===== config.mk =====
export PLATFORM = sky130hd
export DESIGN_NAME = cl_burst_segmenter
export DESIGN_NICKNAME = d
export VERILOG_FILES = /design/src/rtl/seg_pkg.sv /design/src/rtl/seg_cfg_decode.sv /design/src/rtl/seg_burst_plan.sv /design/src/rtl/seg_tracker.sv /design/src/rtl/cl_burst_segmenter.sv
export SDC_FILE = /design/constraint.sdc
export NUM_CORES = 1
export LEC_CHECK = 0
export BUFFER_PORTS_ARGS = -buffer_cell sky130_fd_sc_hd__buf_2
export CORE_ASPECT_RATIO = 1.25
export CORE_MARGIN = 2
export CORE_UTILIZATION = 53
export DETAILED_ROUTE_END_ITERATION = 6
export PLACE_DENSITY = 0.82
export REMOVE_ABC_BUFFERS = 1
export SYNTH_ARGS = -nofsm -noshare
export SYNTH_HDL_FRONTEND = slang
export SYNTH_SLANG_ARGS = --single-unit

===== constraint.sdc =====
create_clock -name clk -period 14.7 [get_ports clk]
set_input_delay 2.94 -clock clk [delete_from_list [all_inputs] [get_ports clk]]
set_output_delay 2.94 -clock clk [all_outputs]
set_load 0.02 [all_outputs]

===== src/rtl/seg_pkg.sv =====
package seg_pkg;

    localparam int ADDR_W = 64;
    localparam int LEN_W  = 16;
    localparam int CLS_W  = 8;
    localparam int HI_LSB = 32;

    typedef enum logic [3:0] {
        CMD_MEM_RD  = 4'b0110,
        CMD_MEM_WR  = 4'b0111,
        CMD_LINE_RD = 4'b1110,
        CMD_WR_INV  = 4'b1111
    } bus_cmd_e;

    typedef struct packed {
        logic             pcix;
        logic             line_ok;
        logic [LEN_W-1:0] line_len;
        logic [LEN_W-1:0] line_mask;
        logic [LEN_W-1:0] cap;
    } seg_cfg_t;

    typedef struct packed {
        logic              busy;
        logic              write;
        logic [ADDR_W-1:0] addr;
        logic [LEN_W-1:0]  rem;
    } seg_state_t;

    typedef struct packed {
        bus_cmd_e          cmd;
        logic [ADDR_W-1:0] addr;
        logic [LEN_W-1:0]  len;
        logic              dac;
    } burst_desc_t;

    function automatic logic is_pow2(input logic [CLS_W-1:0] v);
        return (v != '0) && ((v & (v - CLS_W'(1))) == '0);
    endfunction

    function automatic logic [LEN_W-1:0] min_len(input logic [LEN_W-1:0] a,
                                                  input logic [LEN_W-1:0] b);
        return (a < b) ? a : b;
    endfunction

endpackage


===== src/rtl/seg_cfg_decode.sv =====
module seg_cfg_decode
    import seg_pkg::*;
(
    input  logic [CLS_W-1:0] line_dw,
    input  logic             pcix,
    input  logic [LEN_W-1:0] max_dw,
    output seg_cfg_t         cfg
);
    logic             ok;
    logic [LEN_W-1:0] ext;

    always_comb begin
        ok            = is_pow2(line_dw);
        ext           = LEN_W'(line_dw);
        cfg.pcix      = pcix;
        cfg.line_ok   = ok;
        cfg.line_len  = ok ? ext : LEN_W'(1);
        cfg.line_mask = ok ? (ext - LEN_W'(1)) : '0;
        cfg.cap       = (max_dw == '0) ? LEN_W'(1) : max_dw;
    end
endmodule


===== src/rtl/seg_burst_plan.sv =====
module seg_burst_plan
    import seg_pkg::*;
(
    input  seg_state_t  st,
    input  seg_cfg_t    cfg,
    output burst_desc_t desc,
    output logic        last
);
    logic [LEN_W-1:0] lim;
    logic [LEN_W-1:0] off;
    logic [LEN_W-1:0] room;
    logic             aligned;
    logic             wi_en;
    logic             full_line;

    always_comb begin
        lim       = min_len(st.rem, cfg.cap);
        off       = st.addr[2 +: LEN_W] & cfg.line_mask;
        room      = cfg.line_len - off;
        aligned   = (off == '0);
        wi_en     = st.write && !cfg.pcix && cfg.line_ok;
        full_line = (lim >= cfg.line_len);

        desc.addr = st.addr;
        desc.dac  = (st.addr[ADDR_W-1:HI_LSB] != '0);
        desc.len  = lim;
        desc.cmd  = CMD_MEM_WR;

        if (st.write) begin
            if (wi_en && !aligned) begin
                desc.len = min_len(lim, room);
                desc.cmd = CMD_MEM_WR;
            end else if (wi_en && full_line) begin
                desc.len = lim & ~cfg.line_mask;
                desc.cmd = CMD_WR_INV;
            end else begin
                desc.len = lim;
                desc.cmd = CMD_MEM_WR;
            end
        end else begin
            desc.len = lim;
            if (cfg.pcix) begin
                desc.cmd = CMD_LINE_RD;
            end else if (cfg.line_ok && aligned && full_line) begin
                desc.cmd = CMD_LINE_RD;
            end else begin
                desc.cmd = CMD_MEM_RD;
            end
        end

        last = (st.rem == desc.len);
    end
endmodule


===== src/rtl/seg_tracker.sv =====
module seg_tracker
    import seg_pkg::*;
(
    input  logic              clk,
    input  logic              rst,
    input  logic              accept,
    input  logic              req_write,
    input  logic [ADDR_W-1:0] req_addr,
    input  logic [LEN_W-1:0]  req_len_dw,
    input  seg_cfg_t          cfg_in,
    input  logic              fire,
    input  logic              last,
    input  logic [LEN_W-1:0]  step_len,
    output seg_state_t        st_q,
    output seg_cfg_t          cfg_q
);
    always_ff @(posedge clk) begin
        if (rst) begin
            st_q  <= '0;
            cfg_q <= '0;
        end else if (accept) begin
            st_q.busy  <= (req_len_dw != '0);
            st_q.write <= req_write;
            st_q.addr  <= req_addr;
            st_q.rem   <= req_len_dw;
            cfg_q      <= cfg_in;
        end else if (fire) begin
            st_q.addr <= st_q.addr + ADDR_W'({step_len, 2'b00});
            st_q.rem  <= st_q.rem - step_len;
            if (last) begin
                st_q.busy <= 1'b0;
            end
        end
    end
endmodule


===== src/rtl/cl_burst_segmenter.sv =====
module cl_burst_segmenter
    import seg_pkg::*;
(
    input  logic              clk,
    input  logic              rst,
    input  logic              req_valid,
    output logic              req_ready,
    input  logic              req_write,
    input  logic [ADDR_W-1:0] req_addr,
    input  logic [LEN_W-1:0]  req_len_dw,
    input  logic [CLS_W-1:0]  cfg_line_dw,
    input  logic              cfg_pcix,
    input  logic [LEN_W-1:0]  cfg_max_dw,
    output logic              bst_valid,
    input  logic              bst_ready,
    output logic [3:0]        bst_cmd,
    output logic [ADDR_W-1:0] bst_addr,
    output logic [LEN_W-1:0]  bst_len_dw,
    output logic              bst_dac
);
    seg_cfg_t    cfg_dec;
    seg_cfg_t    cfg_q;
    seg_state_t  st_q;
    burst_desc_t desc;
    logic        last;
    logic        fire;
    logic        accept;

    seg_cfg_decode u_dec (
        .line_dw (cfg_line_dw),
        .pcix    (cfg_pcix),
        .max_dw  (cfg_max_dw),
        .cfg     (cfg_dec)
    );

    seg_burst_plan u_plan (
        .st   (st_q),
        .cfg  (cfg_q),
        .desc (desc),
        .last (last)
    );

    assign fire      = st_q.busy && bst_ready;
    assign req_ready = !st_q.busy || (fire && last);
    assign accept    = req_valid && req_ready;

    seg_tracker u_trk (
        .clk        (clk),
        .rst        (rst),
        .accept     (accept),
        .req_write  (req_write),
        .req_addr   (req_addr),
        .req_len_dw (req_len_dw),
        .cfg_in     (cfg_dec),
        .fire       (fire),
        .last       (last),
        .step_len   (desc.len),
        .st_q       (st_q),
        .cfg_q      (cfg_q)
    );

    assign bst_valid  = st_q.busy;
    assign bst_cmd    = desc.cmd;
    assign bst_addr   = desc.addr;
    assign bst_len_dw = desc.len;
    assign bst_dac    = desc.dac;
endmodule


### Word level (Yosys, flattened, before mapping)

Cells that the tools add are included.

| cells by class | value |
|---|---|
| equality and inequality tests | 1 |
| add/sub/neg operators | 5 |
| mux-type cells | 18 |
| reduce and logical (&&, ||, !) cells | 23 |
| $lt $le $gt $ge | 3 |
| bitwise operators | 4 |

Operators by type and width:

| cell | count |
|---|---|
| $mux 80 | 2 |
| $mux 16 | 7 |
| $add 64x18->64 | 1 |
| $and 16x16->16 | 2 |
| $logic_not 16->1 | 2 |
| $lt 16x16->1 | 2 |
| $reduce_bool 32->1 | 1 |
| $sub 16x16->16 | 2 |
| $mux 4 | 5 |
| $eq 16x16->1 | 1 |
| $ge 16x16->1 | 1 |
| $not 16->16 | 1 |
| $reduce_bool 16->1 | 1 |
| $logic_and 1x1->1 | 10 |
| $sub 8x1->9 const B | 1 |
| $and 8x8->8 | 1 |
| $logic_not 8->1 | 1 |
| $mux 8 | 1 |
| $reduce_bool 8->1 | 1 |
| $sub 8x1->8 const B | 1 |
| $reduce_bool 2->1 | 2 |
| $logic_not 1->1 | 3 |
| $mux 1 | 3 |
| $reduce_and 2->1 | 1 |
| $logic_or 1x1->1 | 1 |

| word-level totals | value |
|---|---|
| input port bits | 110 |
| bits in registers | 132 |
| logic and storage cells | 63 |

### Depth between registers and ports, before layout

Gate-level depths: netlist of run 1.

| depth | value |
|---|---|
| depth after elaboration | 13 |
| gate-level depth with buffers | 36 |
| gate-level depth less buffers | 34 |

### Cells and area by module

From an unflattened synthesis of run 1, not the netlist that was laid out.

| unflattened totals | value |
|---|---|
| cell total of the unflattened synthesis | 1477 |
| area total of the unflattened synthesis | 11781.3 sq um |

Modules (own cells, without submodules):

| module | area an instance (sq um) | instances | cells an instance |
|---|---|---|---|
| seg_tracker | 7676.1 | 1 | 904 |
| seg_burst_plan | 3453.3 | 1 | 479 |
| seg_cfg_decode | 623.1 | 1 | 90 |
| cl_burst_segmenter | 28.8 | 1 | 4 |

### Worst setup path before layout of run 1

OpenSTA, ideal clock, no wires.

| timing path | value |
|---|---|
| kind | reg2out |
| start | reg, netlist name u_trk.cfg_q[7] |
| end | out req_ready |
| arrival | 7.045 ns |
| stages on the path, launching flop included | 29 |
| slack | 4.715 ns |
| cells stage by stage | dfxtp_1 > inv_1 > ha_1 > nand2_1 > or4_1 > o31ai_2 > or2_1 > buf_4 > clkbuf_1 > mux2_2 > ha_1 > o21ai_0 > nor2_1 > o31ai_1 > o211ai_1 > a31oi_2 > nor2_1 > clkbuf_1 > a221oi_1 > inv_1 > ha_1 > and2_1 > clkbuf_1 > nand4_1 > or4_1 > nor2_1 > or4b_2 > o211ai_2 > or2_2 |

| between the ends | value |
|---|---|
| cells in the longest elaborated chain, start to end | 10 |
| elaborated cells between the ends (all ways) | 13 |
| classes of those cells | order compare: 3; eq/ne: 1; mux: 5; bitwise: 1; reduce/logical: 3 |

Ends and longest elaborated chain:

| item | RTL line | RTL |
|---|---|---|
| $lt 16x16->1 | seg_pkg.sv:43 | `return (a < b) ? a : b;` |
| $mux 16 (*) | seg_pkg.sv:43 |  |
| $ge 16x16->1 | seg_burst_plan.sv:22 | `full_line = (lim >= cfg.line_len);` |
| $logic_and 1x1->1 | seg_burst_plan.sv:33 | `end else if (wi_en && full_line) begin` |
| $mux 16 | seg_burst_plan.sv:33 |  |
| $mux 16 | seg_burst_plan.sv:30 | `if (wi_en && !aligned) begin` |
| $mux 16 (*) | seg_burst_plan.sv:29 | `if (st.write) begin` |
| net bst_len_dw[5] | cl_burst_segmenter.sv:18 | `output logic [LEN_W-1:0] bst_len_dw,` |
| $eq 16x16->1 (*) | seg_burst_plan.sv:51 | `last = (st.rem == desc.len);` |
| $logic_and 1x1->1 (*) | cl_burst_segmenter.sv:44 | `assign req_ready = !st_q.busy \|\| (fire && last);` |
| $logic_or 1x1->1 (*) | cl_burst_segmenter.sv:44 |  |
| to (decl) | cl_burst_segmenter.sv:7 | `output logic req_ready,` |

The timed path passes the listed nets; every way through them passes the cells marked *.

### Final worst setup path of run 1

| timing path | value |
|---|---|
| start | reg, netlist name u_trk.st_q[18] |
| end | out req_ready |

| between the ends | value |
|---|---|
| cells in the longest elaborated chain, start to end | 9 |
| elaborated cells between the ends (all ways) | 12 |
| classes of those cells | add/sub: 1; order compare: 1; eq/ne: 1; mux: 3; bitwise: 1; reduce/logical: 5 |

Ends and longest elaborated chain:

| item | RTL line | RTL |
|---|---|---|
| $and 16x16->16 (*) | seg_burst_plan.sv:18 | `off = st.addr[2 +: LEN_W] & cfg.line_mask;` |
| $sub 16x16->16 or $logic_not 16->1 (tied branches) | seg_burst_plan.sv:19, seg_burst_plan.sv:20 |  |
| $lt 16x16->1 or $logic_not 1->1 (tied branches) | seg_pkg.sv:43, seg_burst_plan.sv:30 |  |
| $mux 16 or $logic_and 1x1->1 (tied branches) | seg_pkg.sv:43, seg_burst_plan.sv:30 |  |
| $mux 16 (*) | seg_burst_plan.sv:30 |  |
| $mux 16 (*) | seg_burst_plan.sv:29 |  |
| $eq 16x16->1 (*) | seg_burst_plan.sv:51 |  |
| $logic_and 1x1->1 (*) | cl_burst_segmenter.sv:44 |  |
| $logic_or 1x1->1 (*) | cl_burst_segmenter.sv:44 |  |

Every way passes the cells marked *; elsewhere a longest branch is shown, timed or not.

==> run summary, run 1 <==
Peak supply drop: 0.00009647 V
Element type at the critical path start: flip-flop
H-tree levels: 4
Post-synthesis instance total: 1256
Fin area: 0.01080 mm²
Initial Util: 0.5422
CP max FO: 18
Setup violators final: 0
Largest cells by area after synthesis: dfxtp_1 25%, ha_1 11%, nand2_1 5.8%
Vias/cell: 5.873
Crit. End Element: output pin
TritonCTS Sinks: 117
Setup slack at placement: 3.942 ns
Clock Latency Late Sink: 0.43 ns
Highest clock rate: 0.08740 GHz
Setup TNS: 0 ns
Yosys top cell by area: dfxtp_1
Vias: 9326
Mapped Avg Cell Area: 7.584 µm²
Hold Fails Final Rpt: 0
Max Root-Sink Buffers: 2
Clock Pin Slew Worst Setup and Hold Paths: 0.06 ns
Top_reg_cell synth: dfxtp_1
Post-route core utilization: 0.6147
Sequential cell area fraction in the yosys report: 0.2459
Drt total wl: 27980 µm
Final WS setup: 3.258 ns
Worst Hold Slack: 0.4583 ns
CTS buffer count: 17
Syn. warnings: 0
FF-to-FF End: u_trk.cfg_q[22]
Worst Clk Skew: 0.009824 ns
Largest net degree at the start of global routing: 194
Post-synth EDFFs: 0
Synth-to-layout area growth: 13.36%
RSZ-0062 raised after global routing: false
Post-CTS resize count: 0
P_sw: 0.4702 mW
Ant diodes: 0
Status: finished clean
Clock share of power: 0.373
Rel. slew slack: 0.2611
Drt wl/cell: 17.62 µm
Synth top area share: 0.2459
Least-Margin Pin Slew: 1.104 ns
Placed Area: 0.01010 mm²
Die W: 123.9 µm
Post-route ant nets: 0
Worst R2R Path Depth: 32
CP arrival: 8.50 ns
Pwr dens: 123.9 mW/mm²
Placer Congestion: 0.9647
Worst setup path endpoint: req_ready
Die Ht: 153.9 µm
Boundary pin count: 197
Vias in the first global route: 9105
CP max-delay cell: nor2_1
Design Power: 1.338 mW
CP Launch Point: u_trk.st_q[18]
Tmin final: 11.44 ns
Crit path kind: reg2out
Number of post-CTS setup repair buffers: 0
Slew Limit Fails: 0
Syn Std Cell Area: 0.009525 mm²
Worst Hold Class: reg2reg
Fin cells: 1588
Hold path start: u_trk.st_q[17]
TritonCTS clock tree: yes
Post-route DRC: 0
Die Area: 0.01907 mm²
CP required: 11.76 ns
Core Box Area: 0.01757 mm²
Ratio of final minimum period to clock period: 0.7784
Register bit count reported by yosys: 117
Int Power: 0.8676 mW
Root Driver: clkbuf_16
P_leak: 4.633 nW
Port buffer count: 194
Sequential Power Share: 0.280
Sw Ratio: 0.3515
Worst R2R Start: u_trk.st_q[18]
Netlist cell types: 65
MaxCap Viol Count: 0
Initial antenna violation count: 0
First-pass GRT wire length: 44790 µm
Gr usage total: 0.2948
Gr ovfl total: 0
Comb power frac: 0.347
Post-CTS Hold Buffers: 0
Iteration-0 DRC Markers: 478
Post-synthesis async set-or-reset flop share: 0
Share of cells above drive strength 1: 0.1862
Nets: 1550
Half-perimeter wire length after placement: 21080 µm
Placed instance count: 1556
FF-to-FF setup slack: 5.60 ns
Rows: 54
Max incr delay on CP: 0.88 ns
Drt first pass iters: 7
[metal layers]
layer  GRT usage  vias to the layer above  wire, µm
li1            -                     4589         -
met1      0.3377                     4393     11320
met2      0.5233                      287     14020
met3     0.07567                       57      1816
met4      0.1017                        0       818
met5           0                        -         0
[cell usage after synthesis, drive strengths merged (4+ instances only)]
cell type / number
ha: 86
nor2b: 7
and4: 10
and2: 17
nor2: 136
o211ai: 8
a211oi: 68
mux2: 11
a311oi: 9
nand2: 148
and3: 16
dfxtp: 117
a21o: 14
o21ai: 32
mux2i: 9
xnor2: 42
nand2b: 9
xor2: 38
a21oi: 106
o31ai: 4
or3: 15
inv: 67
o21a: 11
a31oi: 4
nand4: 18
o21bai: 4
o311ai: 4
buf: 90
nor4: 22
nand3: 27
clkbuf: 35
or4: 5
or2: 5
nor3: 20
a221oi: 7
[registers in the layout (all words and copies together) (netlist names)]
name / count
u_trk.st_q: 82
u_trk.cfg_q: 35
[layout by cell type, fill, tap and decap left out, types with 10 or more instances in the layout]
cell,Yosys,routed
or3_1,15,15
a21o_1,14,14
o21ai_0,30,30
xnor2_1,42,42
a211oi_1,68,68
ha_1,86,86
nand3_1,27,27
mux2_2,11,11
dfxtp_1,117,117
o21a_1,11,11
buf_2,17,193
inv_1,67,67
and3_1,16,16
and4_1,10,10
nor3_1,20,20
nand4_1,18,18
a21oi_1,106,106
clkbuf_16,0,17
nor4_1,22,22
nor2_1,136,136
xor2_1,38,38
nand2_1,148,148
and2_1,17,17
[critical path, delay by kind of cell (launching register included)]
kind                     cells  cell delay, ns
adder cells (fa/ha/maj)      4            1.27
flip-flops                   1            0.36
AND/OR/NAND/NOR             12            3.52
AO/OA/AOI/OAI               11            2.59
buffers and inverters        3            0.33
[logic make-up after synthesis]
family / synth area share
and+or+nand+nor: 0.2242
other: 0.0003937
adders and majority gates: 0.1193
muxes: 0.02246
buffers and inverters: 0.1051
xor gates and xnor gates: 0.07356
DFF: 0.2459
AOI/OAI and AO/OA: 0.2091
[power groups by stage]
stage	clock network, mW	registers (mW)	logic [mW]
5_1_grt	0.514	0.378	0.512
6_report	0.499	0.375	0.464
2_1_floorplan	0	0.389	0.311
3_3_place_gp	0	0.379	0.450
4_1_cts	0.501	0.374	0.460
3_5_place_dp	0	0.380	0.455
[layout make-up]
type / instances / area [µm²]
inverters: 67 / 251.5
repair buffers: 200 / 1031
flip-flops and latches: 117 / 2342
well taps: 224 / 280.3
multi-input cells: 948 / 6193
clock inverters: 11 / 219.0
fillers: 1616 / 6769
clock buffers: 21 / 480.5
[worst min path at each step]
stage / to / slack, ns / cells after the start
6_report: u_trk.st_q[17] / 0.46 / 2
5_1_grt: u_trk.st_q[16] / 0.48 / 2
4_1_cts: u_trk.st_q[17] / 0.46 / 2
3_5_place_dp: u_trk.st_q[17] / 0.45 / 2
3_3_place_gp: u_trk.st_q[16] / 0.44 / 2
2_1_floorplan: u_trk.cfg_q[16] / 0.44 / 2
(Power assumes the default switching activity.)
==> run 2, diff against run 1 <==
ABC_AREA = 1   (was default)
PLACE_DENSITY = 0.83   (was 0.82)
clock period = 9.45 ns   (was 14.7 ns; I/O delays follow)
==> run 2 against run 1 <==
Clock power rose by 38%. Cell area rose by 17%. Routed wire length rose by 30%. Worst hold slack improved by 0.0087 ns. Setup slack got worse by 2.5 ns. Total power rose by 82%. Sequential cell count did not move. Clock-buffer cell count fell by 3. Critical endpoint unchanged. Largest cell class unchanged. Highest routed layer unchanged.
==> run summary, run 2 <==
Status: finished clean
Slew Limit Fails: 0 (unchanged)
Mux cell area share after synthesis: 0 (-0.02246)
Tmin final: 8.700 ns
Worst setup path endpoint: req_ready
CP Launch Point: u_trk.st_q[18]
First-pass GRT wire length: 57370 µm (+28%)
Largest family of logic cells by synthesized area: simple AND/OR/NAND/NOR gates
Register bit count reported by yosys: 117 (unchanged)
Half-perimeter wire length after placement: 26540 µm (+26%)
Ratio of final minimum period to clock period: 0.9207
Post-synthesis async set-or-reset flop share: 0 (unchanged)
Clock Pin Slew Worst Setup and Hold Paths: 0.06 ns (about the same)
TritonCTS Sinks: 117 (unchanged)
Gr usage total: 0.3122 (+0.01744)
Initial antenna violation count: 1 (+1)
Simple-Gate Fraction of Synth Area: 0.3428 (+0.1186)
Max incr delay on CP: 0.42 ns (-0.46 ns)
Synth top area share: 0.2037 (-0.04215)
Synth cell count leaders: 397 x nand2_1, 230 x inv_1, 212 x nor2_1
Worst Clk Skew: 0.008703 ns (-0.001121 ns)
Vias/cell: 5.677 (-3.3%)
Worst Hold Class: reg2reg
CP arrival: 6.81 ns (-1.69 ns)
CP max-delay cell: a31oi_1
Design Power: 2.438 mW (+82%)
Drt total wl: 36410 µm (+30%)
Hold Fails Final Rpt: 0 (unchanged)
Crit. End Element: output pin
Peak supply drop: 0.0001387 V (+44%)
Syn Std Cell Area: 0.01150 mm² (+21%)
Boundary pin count: 197 (unchanged)
Sequential cell area fraction in the yosys report: 0.2037 (-0.04215)
Least-Margin Pin Slew: 1.089 ns (-0.01486 ns)
Core Box Area: 0.02140 mm² (+22%)
Yosys top cell by area: dfxtp_1
Vias: 12592 (+35%)
Vias in the first global route: 11697 (+28%)
Mapped Avg Cell Area: 6.207 µm² (-18%)
Worst R2R Path Depth: 43 (+34%)
Share of cells above drive strength 1: 0.1434 (-0.04284)
RSZ-0062 raised after global routing: false
Nets: 2125 (+37%)
Die Ht: 168.7 µm (+9.6%)
Die W: 135.7 µm (+9.5%)
Highest clock rate: 0.1149 GHz
Count leader, synth: nand2_1
Post-CTS Hold Buffers: 0 (unchanged)
P_leak: 6.162 nW (+33%)
Max Root-Sink Buffers: 2 (unchanged)
H-tree levels: 4 (unchanged)
Top_reg_cell synth: dfxtp_1
Die Area: 0.02289 mm² (+20%)
CP max FO: 15 (-3)
FF-to-FF End: u_trk.st_q[65]
Syn. warnings: 0 (unchanged)
Rows: 60 (+11%)
Biggest regs: u_trk.st_q x82, u_trk.cfg_q x35
Reg with most FFs: u_trk.st_q
Post-synthesis xor/xnor area fraction: 0.04800 (-0.02556)
Port buffer count: 194 (unchanged)
Setup violators final: 0 (unchanged)
Rel. slew slack: 0.2737 (+0.01263)
Crit path kind: reg2out
CP required: 7.56 ns (-4.20 ns)
Worst R2R Start: u_trk.st_q[18]
Post-synth EDFFs: 0 (unchanged)
Largest net degree at the start of global routing: 101 (-48%)
Pwr dens: 192.8 mW/mm² (+56%)
Gr ovfl total: 0 (unchanged)
Most frequent cells in the layout: 396 x nand2_1, 229 x inv_1, 212 x nor2_1, 194 x buf_2, 184 x nand3_1
FF-to-FF setup slack: 1.26 ns (-4.34 ns)
Post-route core utilization: 0.5911 (-0.02356)
Element type at the critical path start: flip-flop
Largest register FFs: 82 (unchanged)
CP most frequent cell: nand2_1
Drt first pass iters: 5 (-2)
Root Driver: clkbuf_16
TritonCTS clock tree: yes
Largest cells by area after synthesis: dfxtp_1 20%, nand2_1 13%, ha_1 9.4%
Synth-to-layout area growth: 10.01%
Post-synthesis instance total: 1852 (+47%)
Placer Congestion: 0.9737 (+0.93%)
Iteration-0 DRC Markers: 845 (+77%)
Fillers: 2044 (+26%)
Ant diodes: 0 (unchanged)
Drt wl/cell: 16.42 µm (-6.8%)
Netlist cell types: 54 (-17%)
MaxCap Viol Count: 0 (unchanged)
Post-route DRC: 0 (unchanged)
Commonest non-fill, non-tap cell in the layout: nand2_1
CTS buffer count: 17 (unchanged)
Post-route ant nets: 0 (unchanged)
Adder-cell share of the synthesized area: 0.09882 (-0.02045)
Placed instance count: 2186 (+40%)
Synth Area in Compound Gates: 0.1492 (-0.05990)
Fin cells: 2218 (+40%)
Initial Util: 0.5373 (-0.004927)
Setup TNS: 0 ns (unchanged)
Clock Latency Late Sink: 0.44 ns (about the same)
## run 2: cell count changes after synthesis, sizes merged, moves of 25 or more
cell / delta
nand2: +256
nand3: +160
a211oi: -67
o21ai: +25
inv: +164
nor2: +77
o211ai: +72
## run 2: timing repair
action                     CTS  global route
resized for setup            0             2
setup endpoints to repair    0             2
buffers inserted             0             0
## run 2: cells by family (layout without fill, tap and decap cells)
kind of cell | Yosys count | after routing
other | 1 | 2
xor gates and xnor gates | 63 | 63
AOI/OAI and AO/OA | 286 | 286
buffers and inverters | 389 | 475
and+or+nand+nor | 907 | 907
DFF | 117 | 117
adders and majority gates | 89 | 89
## run 2: layout make-up
class                           count  area [µm²]  area share
Clock buffer                       18       439.2     0.03473
Clock inverter                     14       172.7     0.01365
Inverter                          232       870.8     0.06886
Multi-Input combinational cell   1347        7373      0.5830
Sequential cell                   117        2344      0.1853
Tap cell                          279       349.1     0.02760
Timing Repair Buffer              211        1099     0.08686
## run 2: worst min path at each step
stage	from	end	cells after the start
final	u_trk.cfg_q[3]	u_trk.cfg_q[3]	2
after global routing	u_trk.cfg_q[2]	u_trk.cfg_q[2]	2
after CTS	u_trk.cfg_q[3]	u_trk.cfg_q[3]	2
after detailed placement	u_trk.cfg_q[3]	u_trk.cfg_q[3]	2
after global placement	u_trk.cfg_q[2]	u_trk.cfg_q[2]	2
after floorplan	u_trk.cfg_q[2]	u_trk.cfg_q[2]	2
## run 2: critical path, delay by kind of cell, from the launching register on
family,cells,cell delay [ns]
and+or+nand+nor,13,1.96
AOI/OAI and AO/OA,9,1.84
xor gates and xnor gates,1,0.20
DFF,1,0.35
buffers and inverters,6,0.98
adders and majority gates,4,1.04
## run 2: routing by layer
metal	vias up	routed length [µm]	GRT usage
met5	-	0	0
met4	0	1848	0.1590
met3	113	2529	0.04552
met2	572	17740	0.5512
met1	5720	14300	0.3643
li1	6187	-	-
## run 2: metrics by stage
stage / hold WS [ns] / worst slack, ns / cell area [µm²]
after floorplan: 0.4393 / 1.259 / 10570
after global placement: 0.4551 / 1.272 / 12030
after detailed placement: 0.4617 / 1.169 / 12030
after CTS: 0.4704 / 0.7513 / 12650
after global routing: 0.4866 / 0.1314 / 12650
final: 0.4670 / 0.7497 / 12650
## run 2: power by group
part	switching, mW	internal, mW	total, mW
registers	0.0480	0.529	0.577
logic	0.759	0.414	1.17
clock network	0.263	0.423	0.687
==> run 3, diff against run 2 <==
PLACE_DENSITY = 0.82   (was 0.83)
SYNTH_HIERARCHICAL = 1   (was default)
==> run 3 against run 2 <==
Worst hold slack better by 0.039 ns. Via count up 15%. Cell area up 11%. The flow now finishes with violations (design-rule violations). Sequential power rose by 18%.
==> run summary, run 3 <==
CP max-delay cell: dfxtp_1
Clock Latency Late Sink: 0.43 ns (about the same)
Met3 wire length: 3298 µm (+30%)
Count leader, synth: nand2_1
Slew Limit Fails: 0 (unchanged)
Syn. warnings: 6 (+6)
Synth top area share: 0.2042 (+0.0004718)
Placer Congestion: 1.063 (+9.2%)
Yosys top cell by area: dfxtp_1
Top_reg_cell synth: dfxtp_1
Drt total wl: 46870 µm (+29%)
Die Area: 0.02569 mm² (+12%)
Crit path kind: reg2out
Post-CTS resize count: 0 (unchanged)
Synth cell count leaders: 526 x nand2_1, 279 x inv_1, 225 x nor2_1
CP max FO: 18 (+3)
Die W: 143.8 µm (+5.9%)
Largest register FFs: 82 (unchanged)
MaxCap Viol Count: 0 (unchanged)
RSZ-0062 raised after global routing: false
Biggest regs: u_trk/st_q x82, u_trk/cfg_q x50
Design Power: 2.526 mW (+3.6%)
Worst Hold Class: reg2reg
Placed Area: 0.01349 mm² (+12%)
Setup slack at placement: 2.163 ns (+0.9942 ns)
CP top delay family: compound AO/OA/AOI/OAI gates
Number of post-CTS setup repair buffers: 0 (unchanged)
Mapped Avg Cell Area: 6.069 µm² (-2.2%)
Post-route ant nets: 0 (unchanged)
Port buffer count: 194 (unchanged)
Fin area: 0.01409 mm² (+11%)
Bufs and invs on worst path: 4 (-2)
Largest cells by area after synthesis: dfxtp_1 20%, nand2_1 15%, ha_1 9.7%
Fillers: 2362 (+16%)
Ant diodes: 0 (unchanged)
Nets: 2422 (+14%)
Largest net degree at the start of global routing: 82 (-19%)
Hold Fails Final Rpt: 0 (unchanged)
Commonest non-fill, non-tap cell in the layout: nand2_1
Sequential cell area: 0.002643 mm² (+13%)
CP most frequent cell: nand2_1
Highest routing layer actually used: met4
DR WL met2: 23030 µm (+30%)
Rel. slew slack: 0.3270 (+0.05329)
Least-Margin Pin Slew: 1.010 ns (-0.07993 ns)
CTS buffer count: 17 (unchanged)
Element type at the critical path start: flip-flop
Vias: 14428 (+15%)
Crit. End Element: output pin
Post-synthesis instance total: 2132 (+15%)
CP required: 7.56 ns (about the same)
Post-CTS Hold Buffers: 0 (unchanged)
H-tree levels: 4 (unchanged)
CP arrival: 5.90 ns (-0.91 ns)
Syn Std Cell Area: 0.01294 mm² (+13%)
Post-synth EDFFs: 0 (unchanged)
Drt first pass iters: 7 (+2)
Core Box Area: 0.02388 mm² (+12%)
Synth-to-layout area growth: 8.857%
Final WS setup: 1.661 ns (+0.9113 ns)
Boundary pin count: 197 (unchanged)
Drt wl/cell: 18.41 µm (+12%)
Gr ovfl total: 0 (unchanged)
FF-to-FF setup slack: 2.51 ns (+1.25 ns)
Max Root-Sink Buffers: 2 (unchanged)
Tmin final: 7.789 ns (-0.9113 ns)
First-pass GRT wire length: 70320 µm (+23%)
Setup violators final: 0 (unchanged)
Reg with most FFs: u_trk/st_q
Post-synthesis async set-or-reset flop share: 0 (unchanged)
Die Ht: 178.7 µm (+5.9%)
Gr usage total: 0.3577 (+0.04542)
Initial Util: 0.5418 (+0.004468)
Rows: 63 (+5.0%)
Iteration-0 DRC Markers: 1113 (+32%)
Initial antenna violation count: 0 (-1)
Highest clock rate: 0.1284 GHz (+12%)
Worst Clk Skew: 0.01267 ns (+0.003969 ns)
Failing checks: design-rule violations
Status: finished, violations left
Ratio of final minimum period to clock period: 0.8242 (-0.09644)
Clock Pin Slew Worst Setup and Hold Paths: 0.06 ns (about the same)
M1 wire length: 17220 µm (+20%)
Vias in the first global route: 13562 (+16%)
Pwr dens: 179.4 mW/mm² (-7.0%)
Root Driver: clkbuf_16
Sequential cell area fraction in the yosys report: 0.2042 (+0.0004718)
TritonCTS clock tree: yes
Post-route DRC: 1 (+1)
Max incr delay on CP: 0.40 ns (-0.02 ns)
Half-perimeter wire length after placement: 36580 µm (+38%)
Netlist cell types: 47 (-13%)
Area of the multi-input gates: 0.008290 mm² (+12%)
Peak supply drop: 0.0001145 V (-17%)
P_leak: 7.193 nW (+17%)
Most frequent cells in the layout: 526 x nand2_1, 278 x inv_1, 224 x nor2_1, 194 x buf_2, 180 x nand3_1
Vias/cell: 5.667 (-0.18%)
Share of cells above drive strength 1: 0.1463 (+0.002958)
TritonCTS Sinks: 132 (+13%)
Register bit count reported by yosys: 132 (+13%)
==> run 3: final timing paths <==
kind / end / cells past startpoint / startpoint
max: req_ready / 29 / u_trk/st_q[20]
min: u_trk/cfg_q[47] / 2 / u_trk/cfg_q[47]
max reg2reg: u_trk/st_q[69] / 32 / u_trk/cfg_q[5]
min reg2reg: u_trk/cfg_q[47] / 2 / u_trk/cfg_q[47]
==> run 3: metrics by stage <==
step | util | TNS [ns] | instances | hold slack [ns]
after global routing | 0.5898 | 0 | 2546 | 0.5411
after CTS | 0.5898 | 0 | 2546 | 0.5037
after detailed placement | 0.5649 | 0 | 2515 | 0.4872
final | 0.5898 | 0 | 2546 | 0.5058
after global placement | 0.5649 | 0 | 2515 | 0.4690
after floorplan | - | -35.83 | 1987 | 0.4628
==> run 3: per-layer routing <==
layer  vias to the layer above  GRT usage
li1                       6965          -
met1                      6557     0.3799
met2                       729     0.6464
met3                       177    0.05048
met4                         0     0.2500
met5                         -          0
==> run 3: logic make-up (layout without fill, tap and decap cells) <==
family | count (synthesis) | after routing | share of synthesized area
xor+xnor | 33 | 33 | 0.02234
compound gates | 326 | 326 | 0.1449
flops | 132 | 132 | 0.2042
buf+inv | 458 | 531 | 0.1609
mux | 1 | 1 | 0.0007736
other cells | 2 | 18 | 0.0005804
fa+ha+maj | 103 | 103 | 0.1013
simple gates | 1077 | 1077 | 0.3649
==> run 3: area by class of cell <==
cell class | instances | share of cell area
clock buffers | 20 | 0.03313
clock inverters | 11 | 0.008971
inverters | 297 | 0.07914
multi-input cells | 1558 | 0.5886
flip-flops and latches | 132 | 0.1876
well taps | 325 | 0.02887
repair buffers | 203 | 0.07373
==> run 3: tightest hold or removal path: stages (launching register included) <==
cell,delay (ns)
dfxtp_1,0.32
o21ai_0,0.07
nor2_1,0.08
==> run 3: power by group <==
group | total (mW) | internal [mW] | switching (mW) | leakage, nW
combinational | 1.16 | 0.374 | 0.787 | 5.82
sequential | 0.680 | 0.603 | 0.0770 | 1.09
clock | 0.685 | 0.409 | 0.276 | 0.281
